### config.mk
export PLATFORM = sky130hd
export DESIGN_NAME = sar_conv_ctrl
export DESIGN_NICKNAME = d
export VERILOG_FILES = /design/src/rtl/sar_pkg.sv /design/src/rtl/sar_bit_ptr.sv /design/src/rtl/sar_code_reg.sv /design/src/rtl/sar_conv_ctrl.sv
export SDC_FILE = /design/constraint.sdc
export NUM_CORES = 1
export LEC_CHECK = 0
export BUFFER_PORTS_ARGS = -buffer_cell sky130_fd_sc_hd__buf_2
export CORE_MARGIN = 4
export CORE_UTILIZATION = 44
export CTS_CLUSTER_SIZE = 24
export DETAILED_ROUTE_END_ITERATION = 16
export GPL_TIMING_DRIVEN = 0
export PLACE_DENSITY = 0.75
export SETUP_SLACK_MARGIN = 0.02
export SYNTH_ARGS = -nofsm -noshare
export SYNTH_HDL_FRONTEND = slang
export SYNTH_SLANG_ARGS = --single-unit
### constraint.sdc
create_clock -name clk -period 3.5 [get_ports clk]
set_input_delay 0.525 -clock clk [delete_from_list [all_inputs] [get_ports clk]]
set_output_delay 0.525 -clock clk [all_outputs]
set_load 0.02 [all_outputs]
### src/rtl/sar_pkg.sv
package sar_pkg;

  localparam int unsigned RES_W   = 11;
  localparam int unsigned SHORT_W = 6;

  // number of approximation steps for the chosen mode
  function automatic int unsigned steps_for(input logic short_mode,
                                            input int unsigned full_w,
                                            input int unsigned short_w);
    return short_mode ? short_w : full_w;
  endfunction

  // bit index resolved on the final step of a conversion
  function automatic int unsigned last_index(input logic short_mode,
                                             input int unsigned full_w,
                                             input int unsigned short_w);
    return full_w - steps_for(short_mode, full_w, short_w);
  endfunction

endpackage

### src/rtl/sar_bit_ptr.sv
module sar_bit_ptr #(
  parameter int unsigned W = 11
) (
  input  logic         clk,
  input  logic         rst,
  input  logic         launch,
  input  logic         advance,
  input  logic         clear,
  output logic [W-1:0] ptr_o
);

  localparam logic [W-1:0] TOP_ONE = {1'b1, {(W-1){1'b0}}};

  always_ff @(posedge clk) begin
    if (rst) begin
      ptr_o <= '0;
    end else if (launch) begin
      ptr_o <= TOP_ONE;
    end else if (advance) begin
      ptr_o <= ptr_o >> 1;
    end else if (clear) begin
      ptr_o <= '0;
    end
  end

endmodule

### src/rtl/sar_code_reg.sv
module sar_code_reg #(
  parameter int unsigned W = 11
) (
  input  logic         clk,
  input  logic         rst,
  input  logic         launch,
  input  logic         step_en,
  input  logic         last,
  input  logic [W-1:0] ptr,
  input  logic         cmp,
  output logic [W-1:0] code_o,
  output logic [W-1:0] code_nxt_o
);

  localparam logic [W-1:0] TOP_ONE = {1'b1, {(W-1){1'b0}}};

  for (genvar i = 0; i < W; i++) begin : g_bit
    if (i == W - 1) begin : g_top
      always_comb begin
        if (step_en && ptr[i]) code_nxt_o[i] = cmp;
        else                   code_nxt_o[i] = code_o[i];
      end
    end else begin : g_low
      always_comb begin
        if (!step_en)                 code_nxt_o[i] = code_o[i];
        else if (ptr[i])              code_nxt_o[i] = cmp;
        else if (ptr[i+1] && !last)   code_nxt_o[i] = 1'b1;
        else                          code_nxt_o[i] = code_o[i];
      end
    end
  end

  always_ff @(posedge clk) begin
    if (rst)         code_o <= '0;
    else if (launch) code_o <= TOP_ONE;
    else             code_o <= code_nxt_o;
  end

endmodule

### src/rtl/sar_conv_ctrl.sv
module sar_conv_ctrl #(
  parameter int unsigned FULL_W  = sar_pkg::RES_W,
  parameter int unsigned SHORT_W = sar_pkg::SHORT_W
) (
  input  logic              clk,
  input  logic              rst,
  input  logic              start_i,
  input  logic              mode_short_i,
  input  logic              cmp_i,
  output logic              busy_o,
  output logic [FULL_W-1:0] dac_code_o,
  output logic [FULL_W-1:0] result_o
);

  localparam int unsigned LAST_SHORT = sar_pkg::last_index(1'b1, FULL_W, SHORT_W);
  localparam int unsigned LAST_FULL  = sar_pkg::last_index(1'b0, FULL_W, SHORT_W);

  logic              busy_q;
  logic              mode_q;
  logic [FULL_W-1:0] ptr;
  logic [FULL_W-1:0] code_nxt;
  logic              step_last;
  logic              launch;
  logic              advance;
  logic              finish;

  // named events for the checker
  assign launch    = start_i & ~busy_q;
  assign step_last = mode_q ? ptr[LAST_SHORT] : ptr[LAST_FULL];
  assign finish    = busy_q & step_last;
  assign advance   = busy_q & ~step_last;

  sar_bit_ptr #(.W(FULL_W)) u_ptr (
    .clk     (clk),
    .rst     (rst),
    .launch  (launch),
    .advance (advance),
    .clear   (finish),
    .ptr_o   (ptr)
  );

  sar_code_reg #(.W(FULL_W)) u_code (
    .clk        (clk),
    .rst        (rst),
    .launch     (launch),
    .step_en    (busy_q),
    .last       (step_last),
    .ptr        (ptr),
    .cmp        (cmp_i),
    .code_o     (dac_code_o),
    .code_nxt_o (code_nxt)
  );

  always_ff @(posedge clk) begin
    if (rst) begin
      busy_q   <= 1'b0;
      mode_q   <= 1'b0;
      result_o <= '0;
    end else if (launch) begin
      busy_q   <= 1'b1;
      mode_q   <= mode_short_i;
    end else if (finish) begin
      busy_q   <= 1'b0;
      result_o <= code_nxt;
    end
  end

  assign busy_o = busy_q;

endmodule

==> results <==
- The number of nets in the synthesized netlist is 149.
- The number of global-route vias before repair was 1,203.
- The critical path's slowest cell is nand3b_1.
- After clock tree synthesis, the clock-pin slew on the worst setup and hold paths is 0.11 ns.
- For this design the top-level I/O count stands at 28.
- Once the floorplan was initialized, standard cells occupied 46.2% of the core.
- The first global-routing pass estimated 5.60 mm of wire.
- The area of the die is 4180 sq um.
- The residual DRC count is 0.
- The number of hold-repair buffers added at the cts stage is 0.
- Following the worst setup path forward leads to its endpoint at result_o[7].
- In this run the power density over the cells is 429 nW/um^2.
- The final number of hold-violating endpoints is 0.
- The max-slew headroom at the worst pin is 68.4%.
- For this design the total switching power over the nets is 0.176 mW.
- The DRC marker count from the first detailed-route iteration is 34.
- The final clock skew is 0.00863 ns.
- Dividing the detail-routed via count by the number of cells gives 5.37.
- Total power for the finished layout comes to 0.716 mW.
- The minimum period implied by the final worst setup slack is 1.52 ns.
- The initial antenna violation count is 0.
- The global placer's final weighted congestion is 0.802.
- The analysis attributes to cell leakage a power of 0.700 nW.
- The post-detailed-routing wire length is 3.30 mm.
- The tree is rooted in a clkbuf_4.
- Counting every sink on the clock net gives 35.
- The floorplan has 20 rows.
- The average size of a mapped cell is 9.80 sq um.
- The first TritonRoute pass finished after 4 iterations.
- The mapped netlist covers 1410 sq um.
- Derived from the worst setup path, the maximum achievable clock frequency is 658 MHz.
- The cell count after synthesis came out at 144.
- In this run the critical register-to-register path is captured at result_o[7].
- The startpoint of the worst setup timing path is busy_o.
- The type of the worst min-delay path is in2reg.
- The maximum ir drop on the vdd rail is 0.246 mV.
- Data on the critical path is required at its endpoint by 3.79 ns.
- The number of warning messages in the yosys log is 0.
- The layout-stage area growth over the synthesis result is 18.4%.
- The layout net count is 183.
- The clock passes through at most 2 buffers.
- The category of the most critical setup path is reg2reg.
- The count of pins over their slew limit was 0.
- In the final timing run, aggregate negative setup slack is 0 ns.
- Counting flops and latches in the post-synthesis netlist gives 35.
- The combinational cell fraction of total power is 7.4%.
- The number of buffers inserted during clock tree synthesis is 5.
- The internal portion of the total power is 0.540 mW.
- The clock latency reported for the late side of the worst-skew pair is 0.36 ns.
- The pin count of the biggest net entering global routing is 11.
- dfxtp_1 takes more of the synthesized area than any other cell.
- The clock network fraction of design power is 36.0%.
- The core region is 3050 sq um.
- The number of buffers and inverters on the critical path is 2.
- The kind of cell with the highest combined delay along the critical path is buffers and inverters.
- Measured in cells, the most critical reg-to-reg path has a length of 4.
- The kind of capture point of the worst setup path is a flop.
- The cell that appears most often on the critical path is buf_2.
- For this run the aggregate overflow at the end of global routing stands at 0.
- The H-tree was split into 2 levels.
- The maximum fanout count along the critical path is 10.
- Across the run, the number of max-cap violations was 0.
- The share of synthesized area occupied by flip-flops and latches is 49.6%.
- The signal on the critical path passes through buf_2, buf_2, nand3b_1, o2bb2ai_1.
- In this run the tool buffered the top-level ports with 27 buffer cells.
- Global routing consumed, over all layers together, 17.6% of the routing resources.
- In this run the number of cells on the critical path is 4.
- Setup repair after global routing left no endpoint under its margin.
- The proportion of layout cells with a drive suffix above 1 is 24.6%.
- Once the clock tree was built, the resizer swapped 0 gates to a different size.
- The number of distinct library cells after synthesis is 21.
- The number of failing setup endpoints in the final timing report is 0.
- The largest single stage delay on the critical path is 0.35 ns.
- The portion of the clock cycle consumed by the worst path in the final layout is 43.4%.
- In the final routed layout, each cell accounts on average for 14.8 microns.
- The data arrival time of the worst path is 1.81 ns.
- The run finished with clean final reports.
- The residual antenna-violating net count after detailed routing is 0.
- Sorting the synthesized cells by area gives the leading types as dfxtp_1 50%, mux2i_1 9.9%, nand2b_1 6.6%.
- After synthesis, the largest area contributor takes up 49.6% of total cell area.
- In this run the critical register-to-register path is launched from busy_o.
- The slack of the worst reg-to-reg path is 1.98 ns.
- The placed wire-length estimate after detailed placement is 2.19 mm.
- The transition time at the pin with the least slew margin is 0.474 ns.
- The total inserted antenna cells is 0.
- The number of buffers added for setup after CTS is 0.
- The routed via count is 1,198.
- The kind of launch point of the worst setup path is a flop.
- The clock tree from TritonCTS is done.
- The overall die height is 64.6 microns.
- Of the total power, the share spent switching nets is 24.6%.
- The die extent in x is 64.6 microns.
- In this run, flip-flops and latches consume 56.7% of the power.
==> layout make-up <==
cell class	count	area, sq um
tap	44	55.1
buffer	9	46.3
sequential	35	701
timing repair buffer	27	135
clock buffer	8	68.8
fill	294	1380
multi-input combinational	100	664
==> metal layers <==
| metal | routed length (microns) | up-vias | track usage [%] |
|---|---|---|---|
| met2 | 1490 | 41 | 26.2 |
| met4 | 102 | 0 | 11.3 |
| met5 | 0 | - | 0 |
| met3 | 211 | 11 | 4.33 |
| li1 | - | 589 | - |
| met1 | 1490 | 557 | 22.6 |
==> flip-flops by register name, indices dropped and copies added (netlist names) <==
| name | flops |
|---|---|
| result_o | 11 |
| u_code.code_o | 11 |
| u_ptr.ptr_o | 11 |
| busy_o | 1 |
| mode_q | 1 |
==> power by group through the flow <==
stage | clock, mW | sequential, mW | combinational (mW)
3_5_place_dp | 0 | 0.415 | 0.0524
4_1_cts | 0.260 | 0.406 | 0.0526
5_1_grt | 0.280 | 0.407 | 0.0570
3_3_place_gp | 0 | 0.415 | 0.0512
2_1_floorplan | 0 | 0.418 | 0.0331
6_report | 0.258 | 0.406 | 0.0527
==> logic make-up after synthesis <==
| logic type | share of synthesized area, % |
|---|---|
| AND/OR/NAND/NOR | 20.3 |
| buffers and inverters | 3.28 |
| AO/OA/AOI/OAI | 15.8 |
| flip-flops | 49.6 |
| multiplexers | 11.0 |
==> worst min-delay path, delay by kind of cell <==
| kind | cells | cell delay [ns] |
|---|---|---|
| buf+inv | 1 | 0.07 |
| mux | 1 | 0.05 |
| simple gates | 1 | 0.07 |
==> Yosys cell counts, drive strengths merged <==
| cell type | instances |
|---|---|
| dfxtp | 35 |
| nor3b | 4 |
| buf | 8 |
| a211o | 2 |
| or3 | 6 |
| nand4b | 1 |
| o31ai | 1 |
| a32o | 2 |
| nor3 | 3 |
| nand2 | 10 |
| nand2b | 15 |
| a21oi | 19 |
| nand3b | 1 |
| clkbuf | 1 |
| mux2i | 14 |
| o2bb2ai | 9 |
| mux2 | 1 |
| nor2 | 3 |
| nand3 | 9 |
==> cells in the final DEF (no fill, tap or decap) <==
cell	netlist	routed
nand3_1	9	9
o2bb2ai_1	9	9
a211o_1	2	2
dfxtp_1	35	35
nor3_1	3	3
nand3b_1	1	1
a21oi_2	1	1
o31ai_1	1	1
mux2i_1	14	14
nand2_1	10	10
clkbuf_4	0	5
nand2b_1	15	15
nor2_1	3	3
clkbuf_1	1	2
buf_2	7	34
a32o_1	2	2
buf_4	1	1
a21oi_1	18	18
nand4b_1	1	1
nor3b_1	4	4
mux2_4	1	1
clkbuf_8	0	2
or3_1	6	6
==> stage by stage <==
| stage | instance area, sq um | utilization, % | setup WS (ns) | hold slack (ns) | std cells |
|---|---|---|---|---|---|
| after floorplan | 1410 | - | 2.19 | 0.457 | 144 |
| after global placement | 1600 | 52.5 | 2.00 | 0.441 | 215 |
| after detailed placement | 1600 | 52.5 | 1.98 | 0.443 | 215 |
| after CTS | 1670 | 54.7 | 1.95 | 0.397 | 223 |
| after global routing | 1670 | 54.7 | 1.79 | 0.402 | 223 |
| final | 1670 | 54.7 | 1.98 | 0.408 | 223 |
==> worst min path at each step <==
stage | cells after the start | startpoint | slack (ns) | to
2_1_floorplan | 2 | u_ptr.ptr_o[10] | 0.46 | u_ptr.ptr_o[9]
3_3_place_gp | 1 | result_o[7] | 0.44 | result_o[7]
3_5_place_dp | 1 | result_o[1] | 0.44 | result_o[1]
4_1_cts | 3 | mode_short_i | 0.40 | mode_q
5_1_grt | 3 | mode_short_i | 0.40 | mode_q
6_report | 3 | mode_short_i | 0.41 | mode_q
Power figures use the tool's default switching activity.
